### src/rtl/xacc_pkg.sv
package xacc_pkg;

    // control word bit positions (decoded by the engine)
    localparam int CB_IRQ  = 0;
    localparam int CB_CMD  = 1;
    localparam int CB_BLK  = 25;
    localparam int CB_DONE = 28;
    localparam int CB_ZERR = 29;
    localparam int CB_ZEN  = 30;
    localparam int CB_DWE  = 31;
    localparam int CMDW    = 3;

    localparam logic [CMDW-1:0] CMD_XOR  = 3'd1;
    localparam logic [CMDW-1:0] CMD_FILL = 3'd2;
    localparam logic [CMDW-1:0] CMD_LOAD = 3'd7;

    typedef enum logic [1:0] {
        ACT_SKIP = 2'd0,
        ACT_XOR  = 2'd1,
        ACT_LOAD = 2'd2,
        ACT_FILL = 2'd3
    } act_e;

    typedef enum logic [2:0] {
        ST_IDLE,
        ST_SRC,
        ST_CAP,
        ST_WEND,
        ST_DONE
    } st_e;

    function automatic act_e src_action(input logic first, input logic [CMDW-1:0] cmd);
        if (cmd == CMD_XOR)           return ACT_XOR;
        if (first && cmd == CMD_LOAD) return ACT_LOAD;
        if (first && cmd == CMD_FILL) return ACT_FILL;
        return ACT_SKIP;
    endfunction

    function automatic logic [31:0] finish_word(input logic [31:0] c, input logic nonzero);
        logic [31:0] r;
        r          = c;
        r[CB_DONE] = 1'b1;
        r[CB_ZERR] = c[CB_ZEN] & nonzero;
        return r;
    endfunction

endpackage

### src/rtl/xacc_decode.sv
module xacc_decode
    import xacc_pkg::*;
#(
    parameter int NSRC   = 8,
    parameter int NARROW = 4,
    localparam int SIW   = $clog2(NSRC),
    localparam int NW    = SIW + 1
) (
    input  logic [NSRC*CMDW-1:0]    cmds,
    input  logic [1:0]              blk,
    output logic [NSRC-1:0][1:0]    acts,
    output logic [SIW-1:0]          last_src
);

    logic [NW-1:0] n_active;

    assign n_active = (blk == 2'b00) ? NW'(NARROW) : NW'(NSRC);
    assign last_src = SIW'(n_active - 1'b1);

    for (genvar i = 0; i < NSRC; i++) begin : g_src
        assign acts[i] = (i < n_active)
                       ? src_action(i == 0, cmds[i*CMDW +: CMDW])
                       : ACT_SKIP;
    end

endmodule

### src/rtl/xacc_core.sv
module xacc_core
    import xacc_pkg::*;
#(
    parameter int NSRC       = 8,
    parameter int AW         = 32,
    parameter int BCW        = 24,
    parameter int ZMAX_BYTES = 1024,
    localparam int SIW       = $clog2(NSRC),
    localparam int WW        = BCW - 2,
    localparam int ZWORDS    = ZMAX_BYTES / 4
) (
    input  logic                    clk,
    input  logic                    rst,
    input  logic                    start,
    input  logic [31:0]             ctrl_in,
    input  logic [NSRC*AW-1:0]      src_in,
    input  logic [AW-1:0]           dst_in,
    input  logic [BCW-1:0]          bcnt_in,
    input  logic [NSRC-1:0][1:0]    acts,
    input  logic [SIW-1:0]          last_src,
    output logic [NSRC*CMDW-1:0]    cmd_q,
    output logic [1:0]              blk_q,
    output logic                    busy,
    output logic                    done,
    output logic                    irq,
    output logic [31:0]             ctrl_wb,
    output logic                    mem_req,
    output logic                    mem_we,
    output logic [AW-1:0]           mem_addr,
    output logic [31:0]             mem_wdata,
    input  logic [31:0]             mem_rdata
);

    st_e            state;
    logic [31:0]    ctrl_q;
    logic [AW-1:0]  src_q [NSRC];
    logic [AW-1:0]  dst_q;
    logic [WW-1:0]  nwords_q;
    logic [WW-1:0]  widx;
    logic [SIW-1:0] sidx;
    logic [31:0]    acc;
    logic           zflag;

    logic [WW-1:0]  nw_raw;
    logic [WW-1:0]  nw_in;
    logic [AW-1:0]  woff;
    act_e           cur_act;
    logic           src_last;
    logic           unused_bcnt_low;

    assign unused_bcnt_low = ^bcnt_in[1:0];
    assign nw_raw   = bcnt_in[BCW-1:2];
    assign nw_in    = (ctrl_in[CB_ZEN] && nw_raw > WW'(ZWORDS)) ? WW'(ZWORDS) : nw_raw;
    assign woff     = AW'({widx, 2'b00});
    assign cur_act  = act_e'(acts[sidx]);
    assign src_last = (sidx == last_src);

    always_ff @(posedge clk) begin
        if (rst) begin
            state    <= ST_IDLE;
            ctrl_q   <= '0;
            dst_q    <= '0;
            nwords_q <= '0;
            widx     <= '0;
            sidx     <= '0;
            acc      <= '0;
            zflag    <= 1'b0;
            for (int k = 0; k < NSRC; k++) src_q[k] <= '0;
        end else begin
            case (state)
                ST_IDLE: if (start) begin
                    ctrl_q   <= ctrl_in;
                    dst_q    <= dst_in;
                    nwords_q <= nw_in;
                    for (int k = 0; k < NSRC; k++) src_q[k] <= src_in[k*AW +: AW];
                    widx     <= '0;
                    sidx     <= '0;
                    acc      <= '0;
                    zflag    <= 1'b0;
                    state    <= (nw_in == '0) ? ST_DONE : ST_SRC;
                end
                ST_SRC: begin
                    if (cur_act == ACT_XOR || cur_act == ACT_LOAD) begin
                        state <= ST_CAP;
                    end else begin
                        if (cur_act == ACT_FILL) acc <= 32'(src_q[0]);
                        sidx  <= sidx + 1'b1;
                        state <= src_last ? ST_WEND : ST_SRC;
                    end
                end
                ST_CAP: begin
                    acc   <= (cur_act == ACT_LOAD) ? mem_rdata : (acc ^ mem_rdata);
                    sidx  <= sidx + 1'b1;
                    state <= src_last ? ST_WEND : ST_SRC;
                end
                ST_WEND: begin
                    zflag <= zflag | (acc != '0);
                    if (widx == nwords_q - 1'b1) begin
                        state <= ST_DONE;
                    end else begin
                        widx  <= widx + 1'b1;
                        sidx  <= '0;
                        acc   <= '0;
                        state <= ST_SRC;
                    end
                end
                default: state <= ST_IDLE;
            endcase
        end
    end

    assign mem_req   = (state == ST_SRC && (cur_act == ACT_XOR || cur_act == ACT_LOAD))
                    || (state == ST_WEND && ctrl_q[CB_DWE]);
    assign mem_we    = (state == ST_WEND);
    assign mem_addr  = (state == ST_WEND) ? (dst_q + woff) : (src_q[sidx] + woff);
    assign mem_wdata = acc;

    assign busy    = (state != ST_IDLE);
    assign done    = (state == ST_DONE);
    assign irq     = done & ctrl_q[CB_IRQ];
    assign ctrl_wb = finish_word(ctrl_q, zflag);
    assign cmd_q   = ctrl_q[CB_CMD +: NSRC*CMDW];
    assign blk_q   = ctrl_q[CB_BLK +: 2];

    AST_DEST_WRITE_GATED: assert property (@(posedge clk) disable iff (rst)
        (mem_req && mem_we) |-> ctrl_q[CB_DWE]);
    AST_ZCHK_WORD_CAP: assert property (@(posedge clk) disable iff (rst)
        (busy && ctrl_q[CB_ZEN]) |-> (widx < WW'(ZWORDS)));
    AST_DONE_ONE_CYCLE: assert property (@(posedge clk) disable iff (rst)
        done |=> !done);
    AST_BUSY_START_IGNORED: assert property (@(posedge clk) disable iff (rst)
        busy |=> $stable(ctrl_q));
    AST_ZERR_NEEDS_ZEN: assert property (@(posedge clk) disable iff (rst)
        (done && !ctrl_q[CB_ZEN]) |-> !ctrl_wb[CB_ZERR]);

endmodule

### src/rtl/xacc_engine.sv
module xacc_engine
    import xacc_pkg::*;
#(
    parameter int NSRC       = 8,
    parameter int NARROW     = 4,
    parameter int AW         = 32,
    parameter int BCW        = 24,
    parameter int ZMAX_BYTES = 1024,
    localparam int SIW       = $clog2(NSRC)
) (
    input  logic                clk,
    input  logic                rst,
    input  logic                start,
    input  logic [31:0]         ctrl_in,
    input  logic [NSRC*AW-1:0]  src_addr_in,
    input  logic [AW-1:0]       dst_addr_in,
    input  logic [BCW-1:0]      byte_count_in,
    output logic                busy,
    output logic                done,
    output logic                irq,
    output logic [31:0]         ctrl_wb,
    output logic                mem_req,
    output logic                mem_we,
    output logic [AW-1:0]       mem_addr,
    output logic [31:0]         mem_wdata,
    input  logic [31:0]         mem_rdata
);

    logic [NSRC*CMDW-1:0]   cmd_q;
    logic [1:0]             blk_q;
    logic [NSRC-1:0][1:0]   acts;
    logic [SIW-1:0]         last_src;

    xacc_decode #(
        .NSRC   (NSRC),
        .NARROW (NARROW)
    ) u_decode (
        .cmds     (cmd_q),
        .blk      (blk_q),
        .acts     (acts),
        .last_src (last_src)
    );

    xacc_core #(
        .NSRC       (NSRC),
        .AW         (AW),
        .BCW        (BCW),
        .ZMAX_BYTES (ZMAX_BYTES)
    ) u_core (
        .clk       (clk),
        .rst       (rst),
        .start     (start),
        .ctrl_in   (ctrl_in),
        .src_in    (src_addr_in),
        .dst_in    (dst_addr_in),
        .bcnt_in   (byte_count_in),
        .acts      (acts),
        .last_src  (last_src),
        .cmd_q     (cmd_q),
        .blk_q     (blk_q),
        .busy      (busy),
        .done      (done),
        .irq       (irq),
        .ctrl_wb   (ctrl_wb),
        .mem_req   (mem_req),
        .mem_we    (mem_we),
        .mem_addr  (mem_addr),
        .mem_wdata (mem_wdata),
        .mem_rdata (mem_rdata)
    );

endmodule

### config.mk
export PLATFORM = sky130hd
export DESIGN_NAME = xacc_engine
export DESIGN_NICKNAME = d
export VERILOG_FILES = /design/src/rtl/xacc_pkg.sv /design/src/rtl/xacc_decode.sv /design/src/rtl/xacc_core.sv /design/src/rtl/xacc_engine.sv
export SDC_FILE = /design/constraint.sdc
export NUM_CORES = 1
export LEC_CHECK = 0
export ABC_CLOCK_PERIOD_IN_PS = 14070
export BUFFER_PORTS_ARGS = -buffer_cell sky130_fd_sc_hd__buf_4
export CAP_MARGIN = 20
export CORE_MARGIN = 2
export CORE_UTILIZATION = 55
export CTS_CLUSTER_SIZE = 30
export DETAILED_ROUTE_END_ITERATION = 10
export PLACE_DENSITY = 0.81
export SKIP_LAST_GASP = 1
export SYNTH_ARGS = -nofsm -noshare
export SYNTH_HDL_FRONTEND = slang
export SYNTH_SLANG_ARGS = --single-unit
export TNS_END_PERCENT = 100
### constraint.sdc
create_clock -name clk -period 14.07 [get_ports clk]
set_input_delay 2.1105 -clock clk [delete_from_list [all_inputs] [get_ports clk]]
set_output_delay 2.1105 -clock clk [all_outputs]
set_load 0.1 [all_outputs]
# [Word-level counts from Yosys, hierarchy flattened]
# Memory sizes are Yosys's and may differ from the RTL's. A register that Yosys moved wholly into a read port is not among the register bits.
# Cells that the tools add are included.
[word_totals] reg_bits=147 mem_bits_rw=256 latch_bits=0 mem_count=1 elab_cells=160 romBits=0 in_bits=379
[memory_table] memory="u_core.src_q" words=8 word_bits=32 read_ports=2 rd_ports_with_merged_regs=1 write_ports=8 line_no="xacc_core.sv:36" source="logic [AW-1:0] src_q [NSRC];"
[classes] eq_ne=23 n_mul=0 n_mux=83 order_cmp=10 n_addsub=6 shifts=0 n_bitwise=12 div=0 n_reduce_logical=17
[ops] operator="$mux W32" n=14
[ops] operator="$pmux W32 S4" n=1
[ops] operator="$mux W22" n=3
[ops] operator="$add A32 B24 Y32" n=2
[ops] operator="$mux W2" n=30
[ops] operator="$pmux W22 S2" n=1
[ops] operator="$reduce_bool A32 Y1" n=1
[ops] operator="$xor A32 B32 Y32" n=1
[ops] operator="$eq A3 B1 Y1 const B" n=9
[ops] operator="$mux W3" n=9
[ops] operator="$pmux W3 S4" n=2
[ops] operator="$add A22 B1 Y22 const B" n=1
[ops] operator="$eq A22 B22 Y1" n=1
[ops] operator="$gt A22 B9 Y1 const B" n=1
[ops] operator="$logic_not A22 Y1" n=1
[ops] operator="$sub A22 B1 Y22 const B" n=1
[ops] operator="$mux W1" n=20
[ops] operator="$lt A3 B4 Y1 const A" n=4
[ops] operator="$eq A3 B2 Y1 const B" n=3
[ops] operator="$or A1 B1 Y1" n=9
[ops] operator="$lt A1 B4 Y1 const A" n=2
[ops] operator="$lt A2 B4 Y1 const A" n=2
[ops] operator="$bmux W2 S3" n=1
[ops] operator="$eq A3 B3 Y1 const B" n=2
[ops] operator="other kinds (22)" n=30

# [Longest topological paths before layout]
# Gate-level depths: netlist of the first run.
[depth] depth_word=17 ltp_mapped=18 ltp_nobuf=14

# [By module]
# Synthesis of the first run repeated with hierarchy kept, for this count alone.
[hier_totals] cells_unflattened=1724 hier_area_um2=20649.8
[by_module_without_submodules] module="xacc_core" seq_area_each_um2=10650.2 area_per_inst_um2=20454.6 cells_each=1700 instances=1
[by_module_without_submodules] module="xacc_decode" seq_area_each_um2=0.0 area_per_inst_um2=195.2 cells_each=24 instances=1

# [Least setup slack after synthesis of the first run]
# No wires, ideal clock.
[synth_timing] kind="input port to flip-flop" start="input port start" end="memory u_core.src_q[0][0], enable pin" path_stages=6 arrival_ns=10.010 n_path_buf=3 setup_slack_ns=3.339 setup_ns=0.721 path_cell_list="and2_1 clkbuf_1 nor2_1 inv_1 clkbuf_1 clkbuf_1"
[synth_lines] element="start: declaration" line_no="xacc_engine.sv:13" source="input logic start,"
[synth_lines] element="end: declaration" line_no="xacc_core.sv:36"

==> run_results.csv, run 1 <==
group,metric,value,unit
outcome,outcome,"finished, final reports clean",
route,via_count,16850,
global_route,grt_use_met1,43.34,%
synth,yosysSeqAreaShare,52.39,%
global_route,grt_usage,33.59,%
cells_and_area,multiInputGateArea,0.009031,mm^2
clock_network,cts_buffer_depth,3,
clock_network,cts_setup_buffers,0,
sta,setup_viol,0,
clock_network,ctsRootBufferMaster,"clkbuf_16",
sta,fin_crit,8522,ps
route,route.final.wire_length,65260,um
sta,finalHoldViolations,0,
floorplan,die_y,196.3,um
placement,gp_congestion,0.9476,
worst_setup_path,slowest_delay,800,ps
placement,portBuffers,474,
worst_setup_path,path_buf_inv,2,
clock_network,postCtsHoldBufs,0,
hold_path,hold_path_class,"reg -> reg",
cells_and_area,area_growth,25.82,%
power_and_ir_drop,cellPowerDensity,134.3,mW/mm^2
global_route,overflow,0,
clock_network,cts_tree,"done",
global_route,grt_use_met3,5.450,%
worst_setup_path,crit_family,"compound AO/OA/AOI/OAI gates",
worst_setup_path,cp-start-kind,"flop",
sta,min_period_over_period,60.57,%
synth,synth_seq_cells,404,
route,ant_nets,0,
sta,worst_slew_pin_slew,1027,ps
clock_network,post_cts_resized,0,
synth,avgSynthCellArea,11.02,um^2
global_route,grt_pass1_vias,16140,
clock_network,numCtsBuffers,42,
worst_setup_path,cp.required,11960,ps
sta,rsz0062_at_grt,"no",
floorplan,dieArea,0.03852,mm^2
worst_setup_path,cp_cell_sequence,"buf_4, mux4_2, mux2i_1, o21ai_0, ha_1, fa_1, a211oi_1, o21a_1, o32ai_1, a211oi_1, o211ai_1, a41oi_1, nor2_1, xnor2_1, buf_4",
global_route,antenna_found_initial,7,
worst_setup_path,arrival,6410,ps
sta,worst_slack,5548,ps
floorplan,core_region_area,0.03652,mm^2
cells_and_area,drive_gt1_share,28.38,%
sta,slew_headroom,31.54,%
route,drt_first_pass_iters,5,
job,maxCapViolations,0,
clock_network,htree_levels,2,
worst_setup_path,slowest_stage,"dfxtp_4",
synth,synth_cell_types,65,
route,drt_iter0_markers,1605,
cells_and_area,seq_area,0.01066,mm^2
synth,syn_area,0.02033,mm^2
worst_setup_path,cp-end-kind,"output port",
synth,yosys_warnings,0,
global_route,use_met2,55.65,%
clock_network,cts_sinks,404,
worst_setup_path,critPathKind,"reg -> out",
route,wire_per_inst,23.80,um
synth,syn_nets,2252,
clock_network,clk_pin_slew_worst_paths,60,ps
power_and_ir_drop,vdd_drop_max,0.08339,mV
sta,drv_slew,0,
power_and_ir_drop,finalPower,3.434,mW
synth,synth_edf_count,256,
global_route,grt_pass1_wl,96950,um
global_route,busiest_layer,"met2",
synth,async_reset_ff_share,0,%
synth,synth_cells,1845,
global_route,grt_max_degree,151,
synth,ys.flop_type,"edfxtp_1",
floorplan,num_rows,70,
route,viasPerCell,6.146,
sta,skew,21.18,ps
clock_network,clock_latency,580,ps
synth,yosys-top-cells-area,"edfxtp_1 (38%), dfxtp_1 (15%), mux4_2 (7.1%), and3_1 (6.2%), nand2_1 (4.2%)",
power_and_ir_drop,power_leakage,10.73,nW
floorplan,ioPinCount,480,
cells_and_area,fill_cells,2593,
synth,synth_top_area_cell,"edfxtp_1",
placement,dp_slack,6175,ps
worst_setup_path,crit_path_max_fanout,34,
route,drc,0,
sta,fmax,117.3,MHz
cells_and_area,fin_nets,2640,
floorplan,die_w,196.3,um
placement,hpwl,46780,um
synth,synth_top_area_share,37.81,%
sta,finalSetupTns,0,ps
floorplan,start_util,55.66,%
-- final cells by class --
| type | instances | share of cell area, % |
|---|---|---|
| flip-flops and latches | 404 | 41.67 |
| multi-input cells | 1275 | 35.31 |
| repair buffers | 493 | 14.65 |
| clock buffers | 48 | 4.319 |
| well taps | 468 | 2.289 |
| clock inverters | 29 | 1.389 |
| inverters | 17 | 0.2984 |
| diodes | 8 | 0.07826 |
-- cells in the mapped netlist, types with 15 or more instances --
master	number
clkbuf_1	125
and3_1	201
nor4_1	23
mux2i_1	33
edfxtp_1	256
a22o_1	20
o21ai_0	55
a22oi_1	32
o211ai_1	36
or4_1	37
nand3_1	27
nor2_1	42
a21oi_1	107
or3_1	15
xor2_1	16
xnor2_1	72
inv_1	17
nor3_1	22
nand2_1	225
ha_1	27
nor2b_1	67
mux4_2	64
dfxtp_1	148
nand2b_1	39
-- path summary, 6_finish.rpt --
| check | startpoint | to | slack (ps) | depth (start not counted) |
|---|---|---|---|---|
| min reg2reg | u_core.dst_q[23] | u_core.dst_q[23] | 450 | 2 |
| min | u_core.dst_q[23] | u_core.dst_q[23] | 450 | 2 |
| max | flop | mem_addr[30] | 5550 | 15 |
| max reg2reg | u_core.state[2] | u_core.src_q[4][28] | 9530 | 8 |
-- placed cells by master, fill, tap and decap left out, types with 55 or more instances in the layout --
cell	count
buf_4	490
dfxtp_1	145
mux4_2	64
xnor2_1	72
a21oi_1	107
o21ai_0	55
and3_1	201
edfxtp_1	256
nor2b_1	66
nand2_1	224
-- state kept, by name (all words and copies together) (netlist names), named ones only --
register	flops
u_core.src_q	256
u_core.zflag	1
u_core.nwords_q	22
u_core.ctrl_q	30
u_core.dst_q	32
u_core.sidx	3
u_core.state	3
u_core.mem_wdata	32
u_core.widx	22
-- stage by stage --
stage | cell area [um^2] | utilization [%] | cells | hold slack, ps
after CTS | 25490 | 69.79 | 2731 | 456.0
after global routing | 25570 | 70.02 | 2740 | 473.8
final | 25580 | 70.04 | 2742 | 454.0
after detailed placement | 24030 | 65.80 | 2654 | 447.3
after global placement | 24030 | 65.80 | 2654 | 442.1
after floorplan | 20330 | - | 1845 | 436.6
-- power by group --
part           total, mW  switching, mW  internal (mW)
sequential          1.44         0.0696           1.37
combinational      0.805          0.534          0.271
clock               1.19          0.476          0.712
-- tightest hold or removal path: cells and delay by family, from the launching register on --
kind            cells  cell delay (ps)
flops               1              310
simple gates        1               50
compound gates      1               50
-- cell families after synthesis --
logic type	synth area share [%]
compound gates	10.47
xor+xnor	3.791
fa+ha+maj	1.760
buf+inv	3.311
flops	52.39
mux	8.715
other cells	0.01845
simple gates	19.55
-- metal layers --
metal | part of all wire [%] | wire, um
met2 | 49 | 31700
met1 | 39 | 25430
met4 | 4.7 | 3042
met3 | 7.8 | 5087
met5 | 0 | 0
(Power assumes the default switching activity.)
==> run 2, diff against run 1 <==
- ABC_CLOCK_PERIOD_IN_PS: 14070 -> 7100
- CORE_UTILIZATION: 55 -> 49
- PLACE_DENSITY: 0.81 -> 0.77
- clock period: 14.07 -> 7.1 ns (I/O delays scaled with it)
==> run 2 against run 1 <==
  * Clock-buffer cell count is 16 higher
  * Non-clock buffer count is 2 higher
  * Die area is 12% higher
  * Via count is 0.47% lower
  * Sequential share of layout area is 0.053 points lower
  * Critical path type unchanged
  * Largest cell class unchanged
  * Highest routed layer unchanged
==> run_results.csv, run 2 (synthesis gave the netlist of run 1 again) <==
group,metric,value,unit
cells_and_area,final_common_cell,"buf_4",
clock_network,ctsRootBufferMaster,"clkbuf_16",
sta,worst_slack,556.7,ps
floorplan,core_region_area,0.04092,mm^2
worst_setup_path,r2r_slack,2960,ps
worst_setup_path,cp.depth,14,
hold_path,hold_path_class,"reg -> reg",
clock_network,clk_pin_slew_worst_paths,60,ps
worst_setup_path,crit_family,"compound AO/OA/AOI/OAI gates",
floorplan,dieArea,0.04313,mm^2
clock_network,cts_sinks,404,
sta,drv_slew,0,
power_and_ir_drop,vdd_drop_max,0.1560,mV
floorplan,die_w,207.7,um
global_route,grt_usage,29.84,%
clock_network,post_cts_resized,0,
clock_network,clock_latency,580,ps
cells_and_area,area_growth,25.98,%
global_route,grt_pass1_vias,16280,
cells_and_area,fin_nets,2644,
hold_path,min_from,"u_core.dst_q[25]",
worst_setup_path,crit_path_max_fanout,27,
outcome,outcome,"finished, final reports clean",
sta,finalHoldViolations,0,
placement,dp_slack,1109,ps
route,via_count,16770,
placement,dp_cells,2721,
worst_setup_path,crit_path_frequent_cell,"o21ai_0",
sta,fin_crit,6543,ps
clock_network,numCtsBuffers,44,
worst_setup_path,slowest_stage,"dfxtp_4",
sta,slew_headroom,28.93,%
sta,rsz0062_at_grt,"no",
cells_and_area,largest_reg_flops,256,
route,viasPerCell,5.970,
job,maxCapViolations,0,
power_and_ir_drop,power_leakage,10.72,nW
hold_path,holdPathStages,2,
floorplan,ioPinCount,480,
worst_setup_path,rr_worst_depth,9,
worst_setup_path,cp-start-kind,"flop",
route,wire_per_inst,23.60,um
floorplan,die_y,207.7,um
route,drt_iter0_markers,1906,
route,drt_first_pass_iters,6,
worst_setup_path,cp-end-kind,"output port",
placement,portBuffers,474,
worst_setup_path,critPathKind,"reg -> out",
sta,min_period_over_period,92.16,%
power_and_ir_drop,cellPowerDensity,261.1,mW/mm^2
sta,finalSetupTns,0,ps
worst_setup_path,reg2reg_from,"u_core.nwords_q[2]",
route,route.final.wire_length,66300,um
worst_setup_path,path_buf_inv,2,
global_route,antenna_found_initial,8,
sta,worst_slew_pin_slew,1066,ps
clock_network,cts_setup_buffers,0,
floorplan,start_util,49.68,%
sta,setup_viol,0,
route,ant_nets,0,
global_route,grt_pass1_wl,98040,um
cells_and_area,layout_common_cells,"buf_4 (489), edfxtp_1 (256), nand2_1 (224)",
clock_network,postCtsHoldBufs,0,
cells_and_area,drive_gt1_share,28.40,%
placement,hpwl,47470,um
global_route,overflow,0,
route,drc,0,
worst_setup_path,arrival,5480,ps
worst_setup_path,cp.required,6030,ps
sta,fmax,152.8,MHz
cells_and_area,fill_cells,3229,
worst_setup_path,cp_cell_sequence,"buf_12, mux4_2, mux2i_1, o21ai_0, ha_1, o21a_1, o21ai_0, o32ai_1, a211oi_1, o211ai_1, a41oi_1, nand2b_1, xnor2_1, buf_4",
placement,gp_congestion,0.9351,
hold_path,worstHoldEndpoint,"u_core.dst_q[25]",
sta,skew,25.87,ps
cells_and_area,top_register,"u_core.src_q",
clock_network,cts_buffer_depth,3,
clock_network,cts_tree,"done",
floorplan,num_rows,74,
cells_and_area,fin_cells,2809,
clock_network,htree_levels,2,
worst_setup_path,slowest_delay,670,ps
global_route,grt_max_degree,153,
## run 2: through the flow
step / power [mW] / hold WS (ps) / util, % / cell area [um^2]
after floorplan: 3.950 / 436.6 / - / 20330
after global routing: 6.895 / 479.1 / 62.58 / 25610
after detailed placement: 4.508 / 449.1 / 59.04 / 24160
after CTS: 6.709 / 458.3 / 62.42 / 25540
final: 6.688 / 456.8 / 62.58 / 25610
after global placement: 4.478 / 441.7 / 59.01 / 24150
## run 2: final cells by class
cell class / count / area (um^2) / area share, %
diodes: 6 / 15.01 / 0.05862
repair buffers: 495 / 3786 / 14.78
clock inverters: 16 / 136.4 / 0.5325
clock buffers: 64 / 1247 / 4.871
well taps: 532 / 665.6 / 2.599
multi-input cells: 1275 / 9026 / 35.24
flip-flops and latches: 404 / 10660 / 41.62
inverters: 17 / 76.32 / 0.2980
## run 2: layer usage
metal / wire (um) / vias up / share of wire, % / GRT usage (%)
li1: - / 7699 / - / -
met1: 25780 / 8056 / 39 / 38.66
met2: 31790 / 873 / 48 / 48.94
met3: 5648 / 143 / 8.5 / 5.764
met4: 3088 / 0 / 4.7 / 13.16
met5: 0 / - / 0 / 0
## run 2: worst reg2reg max path: stages, from the launching register on
cell and delay [ps]:
dfxtp_1 390, nor3_1 540, nand4_2 300, or3_1 500, a2111o_1 480, nor4_4 380, a32o_2 240, buf_4 520
o21ai_1 200, a21oi_1 430
## run 2: how the worst max path moves through the flow
| stage | slack (ps) | end | start |
|---|---|---|---|
| global placement | 1100 | mem_addr[28] | flop |
| global route | 240 | mem_addr[28] | flop |
| finish | 560 | mem_addr[28] | flop |
| CTS | 450 | mem_addr[28] | flop |
| floorplan | 180 | mem_addr[30] | flop |
| detailed placement | 1110 | mem_addr[28] | flop |
## run 2: power by group
| part | total, mW | internal, mW | switching [mW] |
|---|---|---|---|
| combinational | 1.63 | 0.540 | 1.09 |
| sequential | 2.84 | 2.72 | 0.123 |
| clock | 2.22 | 1.26 | 0.955 |
==> run 3, diff against run 2 <==
- ABC_AREA: not set -> 1
- CORE_UTILIZATION: 49 -> 50
==> run 3 against run 2 <==
  * Worst setup slack improved by 300 ps
  * Critical path depth fell by 1
  * Clock-buffer cell count fell by 14
  * Via count rose by 25%
  * Critical path type unchanged
  * Hold slack improved by 15 ps
  * Sequential cell count did not move
  * Synthesized cell count rose by 55%
  * Global-route usage rose by 1.5 points
  * Sequential share of layout area fell by 3.3 points
  * Clock skew fell by 5.9 ps
==> run_results.csv, run 3 <==
group,metric,value,unit
outcome,outcome,"finished, final reports clean",
worst_setup_path,reg2reg_from,"u_core.sidx[0]",
route,drt_iter0_markers,2078,
synth,avgSynthCellArea,7.857,um^2
hold_path,holdPathStages,2,
cells_and_area,seq_area,0.01066,mm^2
worst_setup_path,slowest_stage,"o21ai_0",
floorplan,start_util,50.69,%
synth,synthTopCellsByCount,"inv_1 (541), nor2_1 (393), nand2_1 (363)",
synth,yosys_warnings,0,
floorplan,ioPinCount,480,
clock_network,clk_pin_slew_worst_paths,60,ps
route,drt_first_pass_iters,6,
sta,finalHoldViolations,0,
worst_setup_path,slowest_delay,900,ps
sta,slew_headroom,23.70,%
clock_network,htree_levels,2,
clock_network,cts_setup_buffers,0,
clock_network,numCtsBuffers,45,
worst_setup_path,cp.required,6030,ps
sta,min_period_over_period,87.95,%
clock_network,cts_tree,"done",
global_route,grt_pass1_vias,20210,
sta,fin_crit,6245,ps
synth,synth_seq_cells,404,
power_and_ir_drop,cellPowerDensity,262.7,mW/mm^2
sta,setup_viol,0,
placement,gp_congestion,0.9994,
cells_and_area,drive_gt1_share,19.47,%
synth,synth_edf_count,256,
sta,finalSetupTns,0,ps
route,wire_per_inst,19.31,um
synth,synth_cells,2853,
synth,yosysSeqAreaShare,47.51,%
worst_setup_path,cp_cell_sequence,"clkinv_2, o21ai_0, nand3_1, o21ai_0, ha_1, a21oi_1, o21ai_0, a21oi_1, nand2_1, a21oi_1, o21ai_0, xor2_1, buf_4",
worst_setup_path,arrival,5180,ps
worst_setup_path,cp-start-kind,"flop",
sta,fmax,160.1,MHz
worst_setup_path,crit_path_max_fanout,70,
synth,synth_top_area_cell,"edfxtp_1",
sta,drv_slew,0,
synth,synth_top_area_share,34.29,%
clock_network,postCtsHoldBufs,0,
cells_and_area,fin_nets,3647,
global_route,grt_usage,31.31,%
floorplan,die_w,215.7,um
clock_network,post_cts_resized,0,
worst_setup_path,cp-end-kind,"output port",
power_and_ir_drop,finalPower,7.300,mW
global_route,overflow,0,
cells_and_area,area_growth,23.95,%
sta,skew,19.94,ps
route,ant_nets,0,
cells_and_area,multiInputGateArea,0.008914,mm^2
synth,yosysMostFrequentCell,"inv_1",
power_and_ir_drop,power_leakage,12.89,nW
worst_setup_path,critPathKind,"reg -> out",
hold_path,min_from,"u_core.dst_q[19]",
power_and_ir_drop,vdd_drop_max,0.1955,mV
cells_and_area,largest_reg_flops,256,
cells_and_area,layout_common_cells,"inv_1 (540), buf_4 (487), nor2_1 (392)",
worst_setup_path,crit_path_frequent_cell,"o21ai_0",
cells_and_area,top_register,"u_core.src_q",
synth,syn_area,0.02242,mm^2
floorplan,die_y,215.7,um
clock_network,ctsRootBufferMaster,"clkbuf_16",
job,maxCapViolations,0,
hold_path,hold_path_class,"reg -> reg",
synth,async_reset_ff_share,0,%
sta,rsz0062_at_grt,"no",
placement,hpwl,54260,um
synth,ys.flop_type,"edfxtp_1",
clock_network,cts_sinks,404,
sta,worst_slew_pin_slew,1144,ps
cells_and_area,fill_cells,3787,
global_route,grt_pass1_wl,113100,um
floorplan,core_region_area,0.04422,mm^2
floorplan,dieArea,0.04654,mm^2
route,drc,0,
cells_and_area,final_common_cell,"inv_1",
route,via_count,20930,
floorplan,num_rows,77,
global_route,grt_max_degree,109,
synth,yosys-top-cells-area,"edfxtp_1 (34%), dfxtp_1 (13%), inv_1 (9.1%), nor2_1 (6.6%), nand2_1 (6.1%)",
route,viasPerCell,5.409,
synth,synth_cell_types,53,
clock_network,cts_buffer_depth,3,
route,route.final.wire_length,74730,um
synth,syn_nets,3260,
clock_network,clock_latency,580,ps
global_route,antenna_found_initial,0,
worst_setup_path,rr_worst_depth,13,
placement,portBuffers,474,
[run 3: layout make-up]
cell class | count | share of cell area, %
diodes | 1 | 0.009006
clock buffers | 50 | 4.269
clock inverters | 33 | 1.274
inverters | 579 | 7.831
multi-input cells | 1718 | 32.08
flip-flops and latches | 404 | 38.35
well taps | 592 | 2.666
repair buffers | 492 | 13.52
[run 3: path summary, 6_finish.rpt]
kind         slack [ps]                    to
max                 860          mem_addr[24]
min                 470      u_core.dst_q[19]
max reg2reg        3540  u_core.mem_wdata[15]
min reg2reg         470      u_core.dst_q[19]
[run 3: worst max-delay path: cells and delay by family, from the launching register on]
kind            cells  cell delay [ps]
compound gates      7             2120
xor+xnor            1              330
fa+ha+maj           1              340
buf+inv             2             1020
flops               1              340
simple gates        2              410
[run 3: per-stage QoR]
step	cells	worst slack [ps]	hold WS (ps)	area, um^2	utilization (%)
after floorplan	2853	1469	437.8	22420	-
after global placement	3784	1507	458.6	26220	59.30
after detailed placement	3784	1512	460.5	26220	59.30
after CTS	3867	896.1	474.3	27760	62.78
after global routing	3868	612.8	498.0	27780	62.83
final	3869	855.4	471.6	27790	62.83
[run 3: logic make-up (layout without fill, tap and decap cells)]
group	after synthesis	after routing	synth area share, %
fa+ha+maj	28	28	1.596
buf+inv	731	1154	12.83
xor+xnor	67	67	2.679
simple gates	1101	1101	21.49
other cells	1	2	0.01673
flops	404	404	47.51
mux	58	58	2.590
compound gates	463	463	11.29
[run 3: power breakdown]
part	switching, mW	internal, mW	total, mW
combinational	1.47	0.557	2.03
sequential	0.116	2.71	2.83
clock	1.01	1.43	2.44
[run 3: per-layer routing]
layer / vias up / global-route usage, % / wire length (um)
li1: 9988 / - / -
met1: 9717 / 40.58 / 30150
met2: 1038 / 52.42 / 35340
met3: 183 / 3.693 / 5593
met4: 0 / 14.71 / 3647
met5: - / 0 / 0
